===== src/rtl/usdly_pkg.sv =====
package usdly_pkg;
   // Conditions that can stop the microsecond count
   typedef struct packed {
      logic mode_ok;
      logic freeze_en;
      logic cpu_halted;
      logic halt_bit;
   } halt_req_t;

   function automatic int phase_width(input int div);
      return (div > 1) ? $clog2(div) : 1;
   endfunction
endpackage


===== src/rtl/usdly_prescaler.sv =====
module usdly_prescaler #(
   parameter int DIV = 48
) (
   input  logic clk,
   input  logic rst_n,
   input  logic run,
   input  logic restart,
   output logic tick
);
   localparam int PW = usdly_pkg::phase_width(DIV);
   localparam logic [PW-1:0] LAST = PW'(DIV - 1);

   logic [PW-1:0] phase;

   assign tick = run && (phase == LAST);

   always_ff @(posedge clk or negedge rst_n) begin
      if (!rst_n)
         phase <= '0;
      else if (restart)
         phase <= '0;
      else if (tick)
         phase <= '0;
      else if (run)
         phase <= phase + 1'b1;
   end
endmodule


===== src/rtl/usdly_halt_qual.sv =====
module usdly_halt_qual (
   input  usdly_pkg::halt_req_t req,
   output logic                 run
);
   logic dbg_stop;

   always_comb begin
      dbg_stop = req.freeze_en && req.cpu_halted;
      run      = req.mode_ok && !req.halt_bit && !dbg_stop;
   end
endmodule


===== src/rtl/usdly_down_counter.sv =====
module usdly_down_counter #(
   parameter int W = 16
) (
   input  logic         clk,
   input  logic         rst_n,
   input  logic         load,
   input  logic [W-1:0] load_val,
   input  logic         tick,
   output logic [W-1:0] count,
   output logic         is_zero
);
   assign is_zero = (count == '0);

   always_ff @(posedge clk or negedge rst_n) begin
      if (!rst_n)
         count <= '0;
      else if (load)
         count <= load_val;
      else if (tick && !is_zero)
         count <= count - 1'b1;
   end
endmodule


===== src/rtl/usdly_timer.sv =====
module usdly_timer #(
   parameter int CLK_MHZ = 48,
   parameter int COUNT_W = 16,
   parameter int BUS_W   = 32
) (
   input  logic             clk,
   input  logic             rst_n,
   input  logic             wr_en,
   input  logic [BUS_W-1:0] wr_data,
   output logic [BUS_W-1:0] rd_data,
   input  logic             mode_ok,
   input  logic             dbg_freeze_en,
   input  logic             cpu_dbg_halted,
   input  logic             halt_bit,
   output logic             idle_evt
);
   localparam int PAD_W = BUS_W - COUNT_W;

   generate
      if (CLK_MHZ < 1) begin : g_bad_clk
         $error("usdly_timer: CLK_MHZ must be at least 1");
      end
      if (COUNT_W < 1 || COUNT_W >= BUS_W) begin : g_bad_width
         $error("usdly_timer: COUNT_W must be in 1..BUS_W-1");
      end
   endgenerate

   usdly_pkg::halt_req_t req;
   logic                 run;
   logic                 tick;
   logic [COUNT_W-1:0]   count;
   logic                 unused_upper;

   assign req.mode_ok    = mode_ok;
   assign req.freeze_en  = dbg_freeze_en;
   assign req.cpu_halted = cpu_dbg_halted;
   assign req.halt_bit   = halt_bit;

   assign unused_upper = ^wr_data[BUS_W-1:COUNT_W];

   usdly_halt_qual u_qual (
      .req (req),
      .run (run)
   );

   usdly_prescaler #(.DIV(CLK_MHZ)) u_pre (
      .clk     (clk),
      .rst_n   (rst_n),
      .run     (run),
      .restart (wr_en),
      .tick    (tick)
   );

   usdly_down_counter #(.W(COUNT_W)) u_cnt (
      .clk      (clk),
      .rst_n    (rst_n),
      .load     (wr_en),
      .load_val (wr_data[COUNT_W-1:0]),
      .tick     (tick),
      .count    (count),
      .is_zero  (idle_evt)
   );

   assign rd_data = {{PAD_W{1'b0}}, count};
endmodule


===== config.mk =====
export PLATFORM = sky130hd
export DESIGN_NAME = usdly_timer
export DESIGN_NICKNAME = d
export VERILOG_FILES = /design/src/rtl/usdly_pkg.sv /design/src/rtl/usdly_prescaler.sv /design/src/rtl/usdly_halt_qual.sv /design/src/rtl/usdly_down_counter.sv /design/src/rtl/usdly_timer.sv
export SDC_FILE = /design/constraint.sdc
export NUM_CORES = 1
export LEC_CHECK = 0
export BUFFER_PORTS_ARGS = -buffer_cell sky130_fd_sc_hd__buf_2
export CORE_MARGIN = 1.5
export CORE_UTILIZATION = 50
export CTS_BUF_LIST = sky130_fd_sc_hd__clkbuf_8 sky130_fd_sc_hd__clkbuf_16
export DETAILED_ROUTE_END_ITERATION = 10
export PLACE_DENSITY = 0.85
export SLEW_MARGIN = 20
export SYNTH_ARGS = -nofsm -noshare
export SYNTH_HDL_FRONTEND = slang
export SYNTH_SLANG_ARGS = --single-unit

===== constraint.sdc =====
create_clock -name clk -period 4.1 [get_ports clk]
set_clock_uncertainty 0.1 [all_clocks]
set_input_delay 0.82 -clock clk [delete_from_list [all_inputs] [get_ports clk]]
set_output_delay 0.82 -clock clk [all_outputs]
set_load 0.1 [all_outputs]

Word level (Yosys, flattened, before mapping)
Index checks and enable logic that the tools add are counted.
Widths: inputs -> output; s select.
{ "totals": {"in_bits": 39, "word_cells": 21, "output_inout_bits": 33, "reg_bits": 22} }
{ "classes": {"add_sub_neg": 2, "muxes": 5, "n_eq_ne": 1, "reduce_logical": 11} }
{ "ops": {"columns": ["op", "n"], "rows": [
  ["$mux 16", 2],
  ["$mux 6", 3],
  ["$logic_not 16->1", 1],
  ["$sub 16x1->16 const B", 1],
  ["$add 6x1->6 const B", 1],
  ["$eq 6x6->1 const B", 1],
  ["$logic_and 1x1->1", 5],
  ["$logic_not 1->1", 3],
  ["$reduce_bool 3->1", 1],
  ["$reduce_bool 2->1", 1]
]} }

Longest topological paths before layout
{ "logic_depth": {"word_depth": 7, "mapped_depth": 8, "depth_no_buf": 7} }

By module
From an unflattened synthesis, not the netlist that was laid out.
{ "hier_totals": {"cells_unflattened": 171, "hier_area_um2": 1490.2} }
{ "modules_own_cells": {"columns": ["module", "n_inst", "seq_area_each_um2", "cells_each", "area_each_um2"], "rows": [
  ["usdly_down_counter", 1, 400.4, 124, 1046.0],
  ["usdly_prescaler", 1, 150.1, 28, 304.0],
  ["usdly_timer", 1, 0.0, 17, 123.9],
  ["usdly_halt_qual", 1, 0.0, 2, 16.3]
]} }

Worst setup path before layout
No wires, ideal clock.
{ "synth_timing": {"path_kind": "register -> output", "startpoint": "register u_cnt.count[0]", "endpoint": "output port idle_evt", "n_path_buf": 1, "t_required_ns": 3.180, "stages_incl_launch_ff": 6, "arrival_time_ns": 3.683, "path_slack_ns": -0.503, "path_cell_list": "dfrtp_1 > inv_1 > ha_1 > or4b_1 > clkbuf_2 > nor4_2"} }
{ "synth_via": {"elab_chain_len": 1} }
{ "synth_rtl": {"columns": ["item", "line_no", "text"], "rows": [
  ["from (decl)", "usdly_down_counter.sv:9", "output logic [W-1:0] count,"],
  ["from (signal assigned)", "usdly_down_counter.sv:18", "count <= load_val;"],
  ["from (signal assigned)", "usdly_down_counter.sv:20", "count <= count - 1'b1;"],
  ["$logic_not 16->1", "usdly_down_counter.sv:12", "assign is_zero = (count == '0);"],
  ["to (decl)", "usdly_timer.sv:15", "output logic idle_evt"]
]} }
No other way between the ends.

Final worst setup path
Ends and elaborated chain as after synthesis.

==> results.cfg <==
[outcome]
status = finished, final reports clean

[timing]
maxSlewViolCount = 0
finalSetupTns_ns = 0
max_freq_ghz = 0.2848
relSlewSlack_pct = 45.30
setup_viol = 0
fin_crit_sh_pct = 85.65
hold_viol_final = 0
tightest_slew_ns = 0.8091
rsz0062_at_grt = false
finalCriticalPeriod_ns = 3.512

[cts]
cts_made_buffers = 3
cts-root-buf = clkbuf_8
cts_resized = 0
path_clk_slew_ns = 0.08
ctsHoldBuffers = 0
cts.sinks = 22
htree_levels = 1
cts_buffer_depth = 2
clock_latency_ns = 0.26
post_cts_buffers = 0
cts_tree = built

[critical_path]
slowest_stage = or4b_1
timing.rr.end = u_cnt.count[14]
critPathArrivalTime_ns = 2.59
cp.required_ns = 3.18
r2r_cells = 7
critical_path_class = flip-flop to primary output
crit_path_end_kind = primary output
cp.depth = 5
r2r_slack_ns = 1.32
cp_max_fo = 7
crit_path_end = idle_evt
critical_path.top_delay_family = simple AND/OR/NAND/NOR gates
slowest_delay_ns = 0.63
cp-start-kind = flip-flop
r2r-start = u_cnt.count[0]
worstSetupStartpoint = u_cnt.count[0]
cp_cell_sequence = inv_1, ha_1, or4b_1, nor4_4, buf_2
worst-path-buf-inv = 2

[detailed_routing]
routedWlPerCell_um = 12.88
drcViolationCount = 0
drt_iter0_markers = 25
first_pass_iters = 6
ant_nets = 0
via_per_inst = 5.529
wl_mm = 3.091
num_vias = 1327

[yosys]
synth_area_um2 = 1514
synth_ff_type = dfrtp_1
synth_edf_count = 0
yosysWarnings = 0
synth_cell_type_count = 51
async_reset_ff_share_pct = 100.0
synth.avg_cell_area_um2 = 8.651
synthCells = 175
ys_seq_area_share_pct = 36.36
synth-seq-cells = 22

[floorplanning]
initial_utilization_pct = 53.97
num_io_pins = 72
die_w_um = 58.03
die-area_um2 = 3367
num_rows = 19
fp.coreArea_um2 = 2805
die_h_um = 58.03

[layout]
nNetsFinal = 252
diodes = 0
drive_above_1_share_pct = 24.88
final_util_pct = 60.75
layout_commonest_cell = buf_2
fill_cells = 263
final_cell_mix = buf_2, dfrtp_1, nand2_1, conb_1, nor2_1
syn_to_final_growth_pct = 12.56

[power]
p_leak_uw = 0.0007520
peakVddDrop_mv = 0.2165
p_per_area_nw_per_um2 = 380.2

[run]
maxCapViolCount = 0

[global_routing]
track_usage_pct = 20.31
grt_pass1_wl_mm = 5.292
grt_pass1_vias = 1156
antenna_found_initial = 0
grt_max_degree = 33
grt_overflow_total = 0

[placement]
io_buffers = 39
place.gp.congestion = 0.9034
dp_hpwl_mm = 2.287

[worst_hold_path]
min_path_type = primary input to asynchronous set/reset pin
[Yosys cell counts (all sizes together), types with 3 or more instances]
master | count | share of area (%)
nand2 | 17 | 4.2
or4 | 4 | 2.6
and2 | 4 | 1.7
nor2 | 13 | 3.2
mux2i | 3 | 2.0
nor3b | 3 | 1.8
or3 | 6 | 2.5
nor4b | 3 | 1.7
xor2 | 3 | 1.7
dfrtp | 22 | 36
xnor2 | 4 | 2.3
nor3 | 8 | 2.6
nand4 | 3 | 1.2
nor2b | 3 | 1.2
nand3 | 3 | 0.99
o21ai | 10 | 3.3
inv | 4 | 0.99
buf | 18 | 8.6
a21oi | 11 | 3.6
clkbuf | 5 | 1.3
[area by class of cell]
type	instances	area [µm²]	area share [%]
clock buffer	3	41.29	2.423
timing repair buffer	39	195.2	11.45
inverter	5	18.77	1.101
tap	31	38.79	2.276
sequential	22	550.5	32.31
multi-input combinational	140	859.6	50.44
[metal layers]
layer	GRT usage (%)	part of all wire, %	vias up
li1	-	-	661
met1	28.39	45	623
met2	33.12	49	38
met3	2.009	4.3	5
met4	6.977	1.5	0
met5	0	0	-
[sequential cells by signal (all words and copies together), names as in the netlist]
name / cells
u_pre.phase: 6
u_cnt.count: 16
[power by group]
| group | internal [µW] | total, µW | switching (µW) |
|---|---|---|---|
| logic | 41.6 | 260 | 218 |
| clock network | 65.7 | 135 | 69.3 |
| registers | 232 | 253 | 20.8 |
[through the flow]
stage | power (µW) | hold slack, ns | cells | area [µm²] | setup WS (ns)
after global routing | 675.6 | 0.4497 | 240 | 1704 | 0.4872
after CTS | 649.3 | 0.4320 | 240 | 1704 | 0.5850
after floorplan | 487.1 | 0.4104 | 190 | 1579 | 0.2450
after global placement | 514.4 | 0.4351 | 237 | 1663 | 0.9025
final | 647.9 | 0.4065 | 240 | 1704 | 0.5882
after detailed placement | 517.2 | 0.4502 | 237 | 1663 | 0.8975
[worst min path at each step]
| stage | start | cells after the start | end |
|---|---|---|---|
| after global routing | rst_n | 1 | u_cnt.count[4] |
| final | rst_n | 1 | u_cnt.count[0] |
| after floorplan | u_pre.phase[2] | 2 | u_pre.phase[2] |
| after CTS | rst_n | 1 | u_cnt.count[0] |
| after detailed placement | u_pre.phase[1] | 2 | u_pre.phase[1] |
| after global placement | u_pre.phase[1] | 2 | u_pre.phase[1] |
[cell families after synthesis]
logic type               after synthesis  share of synthesized area [%]
AND/OR/NAND/NOR                       78                          29.59
AO/OA/AOI/OAI                         33                          14.22
buffers and inverters                 28                          11.16
flip-flops                            22                          36.36
XOR/XNOR                               7                          4.050
multiplexers                           4                          2.727
adder cells (fa/ha/maj)                2                          1.653
other                                  1                         0.2477
Power figures use the tool's default switching activity.
